## src/rtl/sregs_pkg.sv

```systemverilog
package sregs_pkg;
  localparam int WORD_W    = 32;
  localparam int BIT_IDX_W = 5;
  localparam int OFF_W     = 14;

  typedef enum logic [1:0] {
    OP_READ   = 2'd0,
    OP_WRITE  = 2'd1,
    OP_MASKED = 2'd2,
    OP_RSVD   = 2'd3
  } op_e;

  typedef enum logic [1:0] {
    UPD_WORD,
    UPD_SET,
    UPD_CLR,
    UPD_MASKED
  } upd_e;

  typedef enum logic [1:0] {
    RGN_NONE,
    RGN_ALIVE,
    RGN_UPPER
  } rgn_e;
endpackage

```

## src/rtl/sregs_arb.sv

```systemverilog
module sregs_arb #(
  parameter int NUM_PORTS = 2,
  localparam int PW = (NUM_PORTS > 1) ? $clog2(NUM_PORTS) : 1
) (
  input  logic                 clk,
  input  logic                 rst_n,
  input  logic [NUM_PORTS-1:0] valid,
  output logic [NUM_PORTS-1:0] ready,
  output logic [NUM_PORTS-1:0] gnt,
  output logic [PW-1:0]        gnt_idx,
  output logic                 any_gnt
);
  logic taken;

  // lowest index wins; a port is ready when no lower port is asking
  always_comb begin
    taken   = 1'b0;
    gnt_idx = '0;
    for (int p = 0; p < NUM_PORTS; p++) begin
      ready[p] = !taken;
      if (valid[p] && !taken) gnt_idx = PW'(p);
      if (valid[p]) taken = 1'b1;
    end
  end

  assign gnt     = valid & ready;
  assign any_gnt = |valid;

  assert_onehot_grant_R2: assert property (@(posedge clk) disable iff (!rst_n)
    $onehot0(gnt));
  assert_port0_ready_R2: assert property (@(posedge clk) disable iff (!rst_n)
    ready[0]);
  for (genvar p = 1; p < NUM_PORTS; p++) begin : g_prio
    assert_priority_R2: assert property (@(posedge clk) disable iff (!rst_n)
      ready[p] |-> !valid[0]);
  end
endmodule

```

## src/rtl/sregs_dec.sv

```systemverilog
module sregs_dec
  import sregs_pkg::*;
#(
  parameter int ADDR_W    = 20,
  parameter int NUM_ALIVE = 8,
  parameter int NUM_UPPER = 4
) (
  input  logic [ADDR_W-1:0] addr,
  output rgn_e              rgn,
  output logic [OFF_W-1:0]  idx,
  output logic              alias_set,
  output logic              alias_clr
);
  localparam int PAGE_W = ADDR_W - 16;

  logic [PAGE_W-1:0] page;
  logic [OFF_W-1:0]  alive_off;
  logic [OFF_W-1:0]  upper_off;
  logic              unused_lsb;

  assign page       = addr[ADDR_W-1:16];
  assign alive_off  = {2'b00, addr[13:2]};
  assign upper_off  = addr[15:2];
  assign unused_lsb = ^addr[1:0];

  always_comb begin
    rgn = RGN_NONE;
    idx = '0;
    if (page == PAGE_W'(0)) begin
      idx = alive_off;
      if (int'(alive_off) < NUM_ALIVE) rgn = RGN_ALIVE;
    end else if (page == PAGE_W'(1)) begin
      idx = upper_off;
      if (int'(upper_off) < NUM_UPPER) rgn = RGN_UPPER;
    end
  end

  assign alias_set = (rgn == RGN_ALIVE) && (addr[15:14] == 2'b11);
  assign alias_clr = (rgn == RGN_ALIVE) && (addr[15:14] == 2'b10);
endmodule

```

## src/rtl/sregs_store.sv

```systemverilog
module sregs_store
  import sregs_pkg::*;
#(
  parameter int NUM_ALIVE = 8,
  parameter int NUM_UPPER = 4
) (
  input  logic                        clk,
  input  logic                        rst_n,
  input  logic                        we,
  input  rgn_e                        rgn,
  input  logic [OFF_W-1:0]            idx,
  input  upd_e                        upd,
  input  logic [WORD_W-1:0]           wdata,
  input  logic [WORD_W-1:0]           mask,
  output logic [WORD_W-1:0]           rd_data,
  output logic [NUM_ALIVE*WORD_W-1:0] alive_flat,
  output logic [NUM_UPPER*WORD_W-1:0] upper_flat
);
  logic [WORD_W-1:0] alive_q [NUM_ALIVE];
  logic [WORD_W-1:0] upper_q [NUM_UPPER];

  function automatic logic [WORD_W-1:0] next_word(
    input logic [WORD_W-1:0] old, input upd_e kind,
    input logic [WORD_W-1:0] d, input logic [WORD_W-1:0] m);
    logic [WORD_W-1:0] onehot;
    onehot = WORD_W'(1) << d[BIT_IDX_W-1:0];
    case (kind)
      UPD_SET:    return old | onehot;
      UPD_CLR:    return old & ~onehot;
      UPD_MASKED: return (old & ~m) | (d & m);
      default:    return d;
    endcase
  endfunction

  for (genvar i = 0; i < NUM_ALIVE; i++) begin : g_alive
    always_ff @(posedge clk or negedge rst_n) begin
      if (!rst_n) alive_q[i] <= '0;
      else if (we && rgn == RGN_ALIVE && idx == OFF_W'(i))
        alive_q[i] <= next_word(alive_q[i], upd, wdata, mask);
    end
    assign alive_flat[i*WORD_W +: WORD_W] = alive_q[i];
  end

  for (genvar i = 0; i < NUM_UPPER; i++) begin : g_upper
    always_ff @(posedge clk or negedge rst_n) begin
      if (!rst_n) upper_q[i] <= '0;
      else if (we && rgn == RGN_UPPER && idx == OFF_W'(i))
        upper_q[i] <= next_word(upper_q[i], upd, wdata, mask);
    end
    assign upper_flat[i*WORD_W +: WORD_W] = upper_q[i];
  end

  always_comb begin
    rd_data = '0;
    if (rgn == RGN_ALIVE) begin
      for (int i = 0; i < NUM_ALIVE; i++)
        if (idx == OFF_W'(i)) rd_data = alive_q[i];
    end else if (rgn == RGN_UPPER) begin
      for (int i = 0; i < NUM_UPPER; i++)
        if (idx == OFF_W'(i)) rd_data = upper_q[i];
    end
  end

  logic [(NUM_ALIVE+NUM_UPPER)*WORD_W-1:0] bank;
  assign bank = {upper_flat, alive_flat};

  assert_single_bit_R4: assert property (@(posedge clk) disable iff (!rst_n)
    (we && (upd == UPD_SET || upd == UPD_CLR)) |=> $countones(bank ^ $past(bank)) <= 1);
  assert_hold_when_idle_R8: assert property (@(posedge clk) disable iff (!rst_n)
    !we |=> $stable(bank));
endmodule

```

## src/rtl/sec_regbank.sv

```systemverilog
module sec_regbank
  import sregs_pkg::*;
#(
  parameter int NUM_PORTS = 2,
  parameter int ADDR_W    = 20,
  parameter int NUM_ALIVE = 8,
  parameter int NUM_UPPER = 4,
  localparam int PORT_W   = (NUM_PORTS > 1) ? $clog2(NUM_PORTS) : 1
) (
  input  logic                                   clk,
  input  logic                                   rst_n,
  input  logic [NUM_PORTS-1:0]                   req_valid,
  output logic [NUM_PORTS-1:0]                   req_ready,
  input  logic [NUM_PORTS-1:0][ADDR_W-1:0]       req_addr,
  input  logic [NUM_PORTS-1:0][1:0]              req_op,
  input  logic [NUM_PORTS-1:0][31:0]             req_wdata,
  input  logic [NUM_PORTS-1:0][31:0]             req_mask,
  input  logic [NUM_PORTS-1:0]                   req_secure,
  output logic                                   rsp_valid,
  output logic [PORT_W-1:0]                      rsp_port,
  output logic                                   rsp_err,
  output logic [31:0]                            rsp_rdata,
  output logic [NUM_ALIVE*32-1:0]                alive_regs,
  output logic [NUM_UPPER*32-1:0]                upper_regs
);
  logic [NUM_PORTS-1:0] gnt;
  logic [PORT_W-1:0]    gnt_idx;
  logic                 any_gnt;

  sregs_arb #(.NUM_PORTS(NUM_PORTS)) u_arb (
    .clk(clk), .rst_n(rst_n), .valid(req_valid), .ready(req_ready),
    .gnt(gnt), .gnt_idx(gnt_idx), .any_gnt(any_gnt));

  logic [ADDR_W-1:0] sel_addr;
  op_e               sel_op;
  logic [31:0]       sel_wdata, sel_mask;
  logic              sel_sec;

  assign sel_addr  = req_addr[gnt_idx];
  assign sel_op    = op_e'(req_op[gnt_idx]);
  assign sel_wdata = req_wdata[gnt_idx];
  assign sel_mask  = req_mask[gnt_idx];
  assign sel_sec   = req_secure[gnt_idx];

  rgn_e             rgn;
  logic [OFF_W-1:0] idx;
  logic             alias_set, alias_clr;

  sregs_dec #(.ADDR_W(ADDR_W), .NUM_ALIVE(NUM_ALIVE), .NUM_UPPER(NUM_UPPER)) u_dec (
    .addr(sel_addr), .rgn(rgn), .idx(idx),
    .alias_set(alias_set), .alias_clr(alias_clr));

  logic is_wr, refuse, we;
  upd_e upd;

  assign is_wr  = (sel_op != OP_READ);
  assign refuse = (rgn == RGN_NONE) || (sel_op == OP_RSVD) ||
                  (is_wr && !sel_sec) ||
                  (sel_op == OP_MASKED && rgn == RGN_ALIVE);
  assign we     = any_gnt && is_wr && !refuse;

  always_comb begin
    if (sel_op == OP_MASKED) upd = UPD_MASKED;
    else if (alias_set)      upd = UPD_SET;
    else if (alias_clr)      upd = UPD_CLR;
    else                     upd = UPD_WORD;
  end

  logic [31:0] rd_data;

  sregs_store #(.NUM_ALIVE(NUM_ALIVE), .NUM_UPPER(NUM_UPPER)) u_store (
    .clk(clk), .rst_n(rst_n), .we(we), .rgn(rgn), .idx(idx), .upd(upd),
    .wdata(sel_wdata), .mask(sel_mask), .rd_data(rd_data),
    .alive_flat(alive_regs), .upper_flat(upper_regs));

  always_ff @(posedge clk or negedge rst_n) begin
    if (!rst_n) begin
      rsp_valid <= 1'b0;
      rsp_port  <= '0;
      rsp_err   <= 1'b0;
      rsp_rdata <= '0;
    end else begin
      rsp_valid <= any_gnt;
      rsp_port  <= gnt_idx;
      rsp_err   <= any_gnt && refuse;
      rsp_rdata <= (any_gnt && sel_op == OP_READ && !refuse) ? rd_data : '0;
    end
  end

  assert_rsp_follows_R2: assert property (@(posedge clk) disable iff (!rst_n)
    any_gnt |=> rsp_valid);
  assert_no_spurious_rsp_R2: assert property (@(posedge clk) disable iff (!rst_n)
    !any_gnt |=> !rsp_valid);
  assert_untrusted_refused_R8: assert property (@(posedge clk) disable iff (!rst_n)
    (any_gnt && is_wr && !sel_sec) |=>
      (rsp_err && $stable(alive_regs) && $stable(upper_regs)));
  assert_read_open_R9: assert property (@(posedge clk) disable iff (!rst_n)
    (any_gnt && sel_op == OP_READ && rgn != RGN_NONE) |=>
      (!rsp_err && $stable(alive_regs) && $stable(upper_regs)));
  assert_masked_alive_refused_R7: assert property (@(posedge clk) disable iff (!rst_n)
    (any_gnt && sel_op == OP_MASKED && rgn == RGN_ALIVE) |=>
      (rsp_err && $stable(alive_regs)));
  assert_unmapped_R10: assert property (@(posedge clk) disable iff (!rst_n)
    (any_gnt && rgn == RGN_NONE) |=> (rsp_err && rsp_rdata == 32'd0));
endmodule

```

## config.mk

```make
export PLATFORM = sky130hd
export DESIGN_NAME = sec_regbank
export DESIGN_NICKNAME = d
export VERILOG_FILES = /design/src/rtl/sregs_pkg.sv /design/src/rtl/sregs_arb.sv /design/src/rtl/sregs_dec.sv /design/src/rtl/sregs_store.sv /design/src/rtl/sec_regbank.sv
export SDC_FILE = /design/constraint.sdc
export NUM_CORES = 1
export LEC_CHECK = 0
export BUFFER_PORTS_ARGS = -buffer_cell sky130_fd_sc_hd__buf_2
export CAP_MARGIN = 20
export CORE_UTILIZATION = 38
export CTS_BUF_LIST = sky130_fd_sc_hd__clkbuf_2 sky130_fd_sc_hd__clkbuf_4 sky130_fd_sc_hd__clkbuf_8
export DETAILED_ROUTE_END_ITERATION = 7
export PLACE_DENSITY_LB_ADDON = 0.12
export RECOVER_POWER = 50
export SYNTH_ARGS = -nofsm -noshare
export SYNTH_HDL_FRONTEND = slang
export SYNTH_HIERARCHICAL = 1
export SYNTH_SLANG_ARGS = --single-unit
```

## constraint.sdc

```tcl
create_clock -name clk -period 1.4 [get_ports clk]
set_clock_uncertainty 0.05 [all_clocks]
set_input_delay 0.35 -clock clk [delete_from_list [all_inputs] [get_ports clk]]
set_output_delay 0.35 -clock clk [all_outputs]
set_load 0.05 [all_outputs]
```

== Yosys cells after proc, flatten, opt, wreduce, memory -nomap -nowiden ==
Cells that the tools add are included.

* $add $sub $neg: 0
* $mul: 0
* Divide/modulo/power cells: 0
* Order comparisons: 3
* Equal/unequal tests: 17
* Shifts and indexed selects: 1
* Multiplexer cells: 48
* Bitwise gates (word level): 51
* Reductions and logical operators: 36

{| class="wikitable"
|+ Operators with widths
! kind !! count
|-
| 32-bit one-hot mux with 3 select lines || 12
|-
| 32-bit AND || 25
|-
| 32-bit OR || 24
|-
| 32-bit two-way mux || 19
|-
| 32-bit NOT || 2
|-
| 14-bit by 3-bit equality test with 1-bit output (second input constant) || 4
|-
| 20-bit two-way mux || 2
|-
| 1-bit by 5-bit << shifter with 32-bit output (first input constant) || 1
|-
| 14-bit by 2-bit equality test with 1-bit output (second input constant) || 2
|-
| 14-bit two-way mux || 2
|-
| 1-bit logical AND || 24
|-
| 2-bit two-way mux || 8
|-
| 14-bit by 1-bit equality test with 1-bit output (second input constant) || 1
|-
| 2-bit equality test (second input constant) || 7
|-
| 14-bit logical NOT || 1
|-
| 14-bit by 3-bit < comparator with 1-bit output (second input constant) || 1
|-
| 12-bit by 4-bit < comparator with 1-bit output (second input constant) || 1
|-
| 1-bit two-way mux || 5
|-
| 2-bit by 1-bit equality test with 1-bit output (second input constant) || 2
|-
| 4-bit by 1-bit equality test with 1-bit output (second input constant) || 1
|-
| 2-bit logical NOT || 2
|-
| 4-bit logical NOT || 1
|-
| 1-bit logical NOT || 3
|-
| 1-bit logical OR || 3
|-
| other kinds (3) || 3
|}

* Register bits after elaboration: 419
* Bits in latches: 0
* RAM bits: 0
* Bits in read-only memories: 0
* Logic and storage cells: 172
* Memories: 0

== Logic depth before layout (Yosys ltp) ==
* Depth in word-level cells: 20
* Depth in mapped cells: 18
* Gate-level depth less buffers: 12

== Modules after synthesis ==
The synthesis kept the hierarchy.

{| class="wikitable"
|+ Modules (own cells, without submodules)
! module !! instances !! cells an instance !! area an instance (µm²) !! seq. area each (µm²)
|-
| sregs_store || 1 || 2126 || 19648.8 || 9609.2
|-
| sec_regbank || 1 || 189 || 2523.7 || 875.8
|-
| sregs_dec || 1 || 27 || 195.2 || 0.0
|-
| sregs_arb || 1 || 7 || 42.5 || 0.0
|}

== Worst setup path after synthesis ==
Ideal clock, no wire load.

* Path kind: input to register
* Start point: input port req_valid[1]
* End point: register u_store.alive_q (netlist bit u_store/alive_flat[34])
* Library setup time: 139 ps
* Data arrival time: 4122 ps
* Data required time: 1211 ps
* Setup slack: -2912 ps
* Cell stages on the path: 14
* Path buffers: 3
* Path through: nor2b_1 buf_6 buf_2 mux2_2 or4_4 nor4_4 nor2b_1 a221oi_4 nor4b_1 and3b_1 nand4_1 nor2_2 clkbuf_1 a21oi_1

* Elaborated cells between the ends (all ways): 59

{| class="wikitable"
|+ RTL lines
! item !! RTL line !! RTL
|-
| start, declared || sec_regbank.sv:12 || <nowiki>input logic [NUM_PORTS-1:0] req_valid,</nowiki>
|-
| 1-bit logical AND * || sregs_arb.sv:21 || <nowiki>if (valid[p] && !taken) gnt_idx = PW'(p);</nowiki>
|-
| 1-bit two-way mux * || sregs_arb.sv:21 ||
|-
| 20-bit two-way mux (implied by the code) * (2 in series) || sec_regbank.sv:39 || <nowiki>assign sel_addr = req_addr[gnt_idx];</nowiki>
|-
| net sel_addr[12] || sec_regbank.sv:34 || <nowiki>logic [ADDR_W-1:0] sel_addr;</nowiki>
|-
| 12-bit by 4-bit < comparator with 1-bit output * || sregs_dec.sv:31 || <nowiki>if (int'(alive_off) < NUM_ALIVE) rgn = RGN_ALIVE;</nowiki>
|-
| 1-bit two-way mux * || sregs_dec.sv:31 ||
|-
| 2-bit two-way mux * || sregs_dec.sv:29 || <nowiki>if (page == PAGE_W'(0)) begin</nowiki>
|-
| net rgn[0] || sec_regbank.sv:45 || <nowiki>rgn_e rgn;</nowiki>
|-
| 2-bit logical NOT || sec_regbank.sv:57 || <nowiki>assign refuse = (rgn == RGN_NONE) || (sel_op == OP_RSVD) ||</nowiki>
|-
| 1-bit logical OR (2 in series) || sec_regbank.sv:57 ||
|-
| 1-bit logical OR * || sec_regbank.sv:58 || <nowiki>(is_wr && !sel_sec) ||</nowiki>
|-
| 1-bit logical NOT * || sec_regbank.sv:60 || <nowiki>assign we = any_gnt && is_wr && !refuse;</nowiki>
|-
| 1-bit logical AND * || sec_regbank.sv:60 ||
|-
| net we || sec_regbank.sv:53 || <nowiki>logic is_wr, refuse, we;</nowiki>
|-
| 1-bit logical AND * (2 in series) || sregs_store.sv:38 || <nowiki>else if (we && rgn == RGN_ALIVE && idx == OFF_W'(i))</nowiki>
|-
| end signal, assigned by index || sregs_store.sv:39 || <nowiki>alive_q[i] <= next_word(alive_q[i], upd, wdata, mask);</nowiki>
|-
| end, declared || sregs_store.sv:19 || <nowiki>logic [WORD_W-1:0] alive_q [NUM_ALIVE];</nowiki>
|}

The timed path passes the listed nets; every way through them passes the cells marked *. The select of a mux whose other input is x is not followed.
A chain may end at the register's enable or synchronous reset.

== Worst setup path in the final report ==
* Start point: input port req_valid[0]
* End point: register u_store.upper_q (netlist bit u_store/upper_flat[116])

* Elaborated cells between the ends (all ways): 62

{| class="wikitable"
|+ RTL lines
! item !! RTL line !! RTL
|-
| 1-bit two-way mux * || sregs_arb.sv:22 || <nowiki>if (valid[p]) taken = 1'b1;</nowiki>
|-
| 1-bit logical NOT * || sregs_arb.sv:21 ||
|-
| 1-bit logical AND * || sregs_arb.sv:21 ||
|-
| 1-bit two-way mux * || sregs_arb.sv:21 ||
|-
| net gnt_idx || sec_regbank.sv:27 || <nowiki>logic [PORT_W-1:0] gnt_idx;</nowiki>
|-
| 20-bit two-way mux (implied by the code) * (2 in series) || sec_regbank.sv:39 ||
|-
| net sel_addr[13] || sec_regbank.sv:34 ||
|-
| 12-bit by 4-bit < comparator with 1-bit output * || sregs_dec.sv:31 ||
|-
| (+2 left out) || - ||
|-
| net rgn[0] || sec_regbank.sv:45 ||
|-
| (+1 left out) || - ||
|-
| 1-bit logical AND * || sregs_dec.sv:39 || <nowiki>assign alias_clr = (rgn == RGN_ALIVE) && (addr[15:14] == 2'b10);</nowiki>
|-
| net alias_clr || sec_regbank.sv:47 || <nowiki>logic alias_set, alias_clr;</nowiki>
|-
| 2-bit two-way mux * || sec_regbank.sv:65 || <nowiki>else if (alias_clr) upd = UPD_CLR;</nowiki>
|-
| 2-bit two-way mux * || sec_regbank.sv:64 || <nowiki>else if (alias_set) upd = UPD_SET;</nowiki>
|-
| 2-bit two-way mux * || sec_regbank.sv:63 || <nowiki>if (sel_op == OP_MASKED) upd = UPD_MASKED;</nowiki>
|-
| net upd[1] || sec_regbank.sv:54 || <nowiki>upd_e upd;</nowiki>
|-
| 2-bit equality test / 2-bit by 1-bit equality test with 1-bit output (equally long branches) || sregs_store.sv:27 || <nowiki>case (kind)</nowiki>
|-
| 32-bit one-hot mux with 3 select lines * || sregs_store.sv:27 ||
|-
| end signal, assigned by index || sregs_store.sv:48 || <nowiki>upper_q[i] <= next_word(upper_q[i], upd, wdata, mask);</nowiki>
|-
| end, declared || sregs_store.sv:20 || <nowiki>logic [WORD_W-1:0] upper_q [NUM_UPPER];</nowiki>
|}

Marked as above.

==> results.ini <==
[place]
gp_congestion = 0.959
place_hpwl_microns = 78900
place_area_sq_mm = 0.0312
post-place-ws_ns = -2.84
io_buffers = 593

[worst_setup_path]
critical_path.cell_chain = buf_8, nor2b_4, buf_12, mux2_4, or4_4, nor4_4, buf_4, and3b_1, inv_2, o21ai_4, buf_12, buf_6, buf_6, nand2_8, clkbuf_16, o32ai_4, clkdlybuf4s15_2, a21oi_1
crit_path_top_delay_cell = or4_4
regToRegSetupSlack_ns = -0.32
path_buf_inv = 9
critical_path_peak_fanout = 7
r2r.worst_path.cells = 6
r2r-start = u_store/alive_flat[112]
critPathMaxStageDelay_ns = 0.58
cp.arrival_ns = 3.88
r2r_end = rsp_rdata[16]
crit_required_ns = 1.89
critPathLaunchType = input port
cp_top_family = buffers and inverters
end_kind = flip-flop
criticalPathCategory = in2reg

[job]
drv_cap = 0

[yosys]
yosys_warnings = 6
syn_nets = 2523
syn_avg_cell_area_sq_um = 9.54
syn_inst = 2345
syn-cell-area_sq_mm = 0.0224

[sta]
layout_setup_ws_ns = -1.99
setup_viol = 1011
slew_violations = 0
rsz0062_at_grt = true
period_share_pct = 242
hold_ws_ns = 0.112
worst_pin_slew_ns = 1.07
setup_tns_ns = -967.26
period_needed_ns = 3.39
final-hold-violation-count = 0
relSlewSlack_pct = 28.9
clock.fmax_mhz = 295

[power_and_ir_drop]
p_leak_uw = 0.0182
peakVddDrop_v = 0.000616
cellPowerDensity_mw_per_mm2 = 814
p_total_uw = 31200

[detailed_routing]
post-route-drc-count = 0
wire_per_inst_microns = 30.8
drtIter0Drc = 3303
dr_total_vias = 27000
wirelength_microns = 134000
postRouteAntennaNets = 0
viasPerCell = 6.21
drt-pass1-iter-count = 8

[final_layout]
regArea_sq_mm = 0.0105
drive_above_1_share_pct = 58.6
n_fill_cell = 4591
fin_nets = 3709
area_growth_pct = 71.1
multi_input_area_sq_mm = 0.0130
final_area_sq_mm = 0.0383

[hold_path]
worstHoldStart = req_secure[0]
whs_endpoint = rsp_err
hold_path_class = in2reg
holdPathStages = 3

[floorplan]
die_h_microns = 245
die_area_sq_mm = 0.0598
ios = 599
fp-row-count = 88
start_util_pct = 38.6
die_x_microns = 245
core_area_sq_mm = 0.0579

[clock_tree]
tritoncts = yes
cts.clk_slew.worst_paths_ns = 0.05
clockBufferDepth = 3
cts-buffers-inserted = 76
cts-root-buf = clkbuf_8
cts_htree_levels = 3
clk_latency_ns = 0.68
clkSinkCount = 419

[global_route]
grt_max_degree = 48
grt_pass1_vias = 25000
grt_use_total_pct = 38.8
grt_pass1_wl_microns = 170000
overflow = 0
grt_antenna_before_repair = 4

[status]
violations = setup timing
status = finished, violations left

## registers in the layout, indices dropped and copies added, names as in the netlist
name and cells:
rsp_rdata 32, u_store/upper_flat 128, rsp_err 1, rsp_port 1
u_store/alive_flat 256, rsp_valid 1
## worst max-delay path by stage
stage                 start  slack [ns]                      end  depth (start not counted)
2_1_floorplan  req_valid[1]       -2.66  u_store/alive_flat[100]                         15
3_3_place_gp   req_valid[0]       -2.77   u_store/upper_flat[75]                         13
3_5_place_dp   req_valid[0]       -2.84  u_store/alive_flat[235]                         14
4_1_cts        req_valid[0]       -1.87   u_store/upper_flat[20]                         18
5_1_grt        req_valid[0]       -2.13   u_store/upper_flat[43]                         20
6_report       req_valid[0]       -1.99  u_store/upper_flat[116]                         18
## power by group
group | internal [uW] | leakage [uW] | switching [uW] | total [uW]
sequential | 12100 | 0.00585 | 1.37 | 12100
combinational | 2510 | 0.0115 | 3760 | 6270
clock | 7160 | 0.000883 | 5620 | 12800
## repair_timing
item                                   CTS  global route
buffers inserted                        53            43
hold buffers                             2             0
gates cloned                            40            63
resized for setup                      185           378
setup endpoints to repair              836           836
pin swaps                               52           122
endpoints found under the hold margin  412             0
## cell type report
class,count,area share [%]
Timing Repair Buffer,1359,31.5
Clock buffer,126,4.14
Multi-Input combinational cell,1640,33.9
Inverter,35,0.350
Sequential cell,419,27.4
Clock inverter,9,0.193
Antenna cell,3,0.0196
Tap cell,765,2.50
## through the flow
step                      utilization [%]  instances
after floorplan                         -       2345
after global placement               54.0       4033
after detailed placement             54.0       4033
after CTS                            61.0       4263
after global routing                 66.1       4354
final                                66.1       4356
## routing by layer
layer	GRT usage [%]	vias to the layer above	wire length (microns)	share of wire, %
li1	-	11000	-	-
met1	49.6	13400	49400	37
met2	62.2	2072	59500	44
met3	9.84	502	16900	13
met4	16.8	2	8170	6.1
met5	0	-	13	0.0097
## worst register-to-register path, stage by stage (launching register included)
cell,delay [ns]
dfrtp_1,0.39
mux4_2,0.52
nand2_1,0.10
nand2_1,0.06
a21oi_1,0.15
o21ai_0,0.12
nor3b_2,0.16
## cells in the final DEF (no fill, tap or decap), types with 30 or more instances in the layout
| cell | instances |
|---|---|
| a21oi_1 | 527 |
| a21oi_2 | 271 |
| a21oi_4 | 54 |
| buf_12 | 126 |
| buf_16 | 31 |
| buf_2 | 594 |
| buf_4 | 481 |
| buf_6 | 55 |
| clkbuf_16 | 44 |
| clkbuf_8 | 102 |
| dfrtp_1 | 419 |
| inv_1 | 33 |
| mux2_2 | 84 |
| mux4_2 | 60 |
| nand2_1 | 104 |
| nand3_1 | 30 |
| nor2_1 | 83 |
| nor3_1 | 45 |
| nor3b_2 | 31 |
| o21ai_0 | 65 |
(Power assumes the default switching activity.)
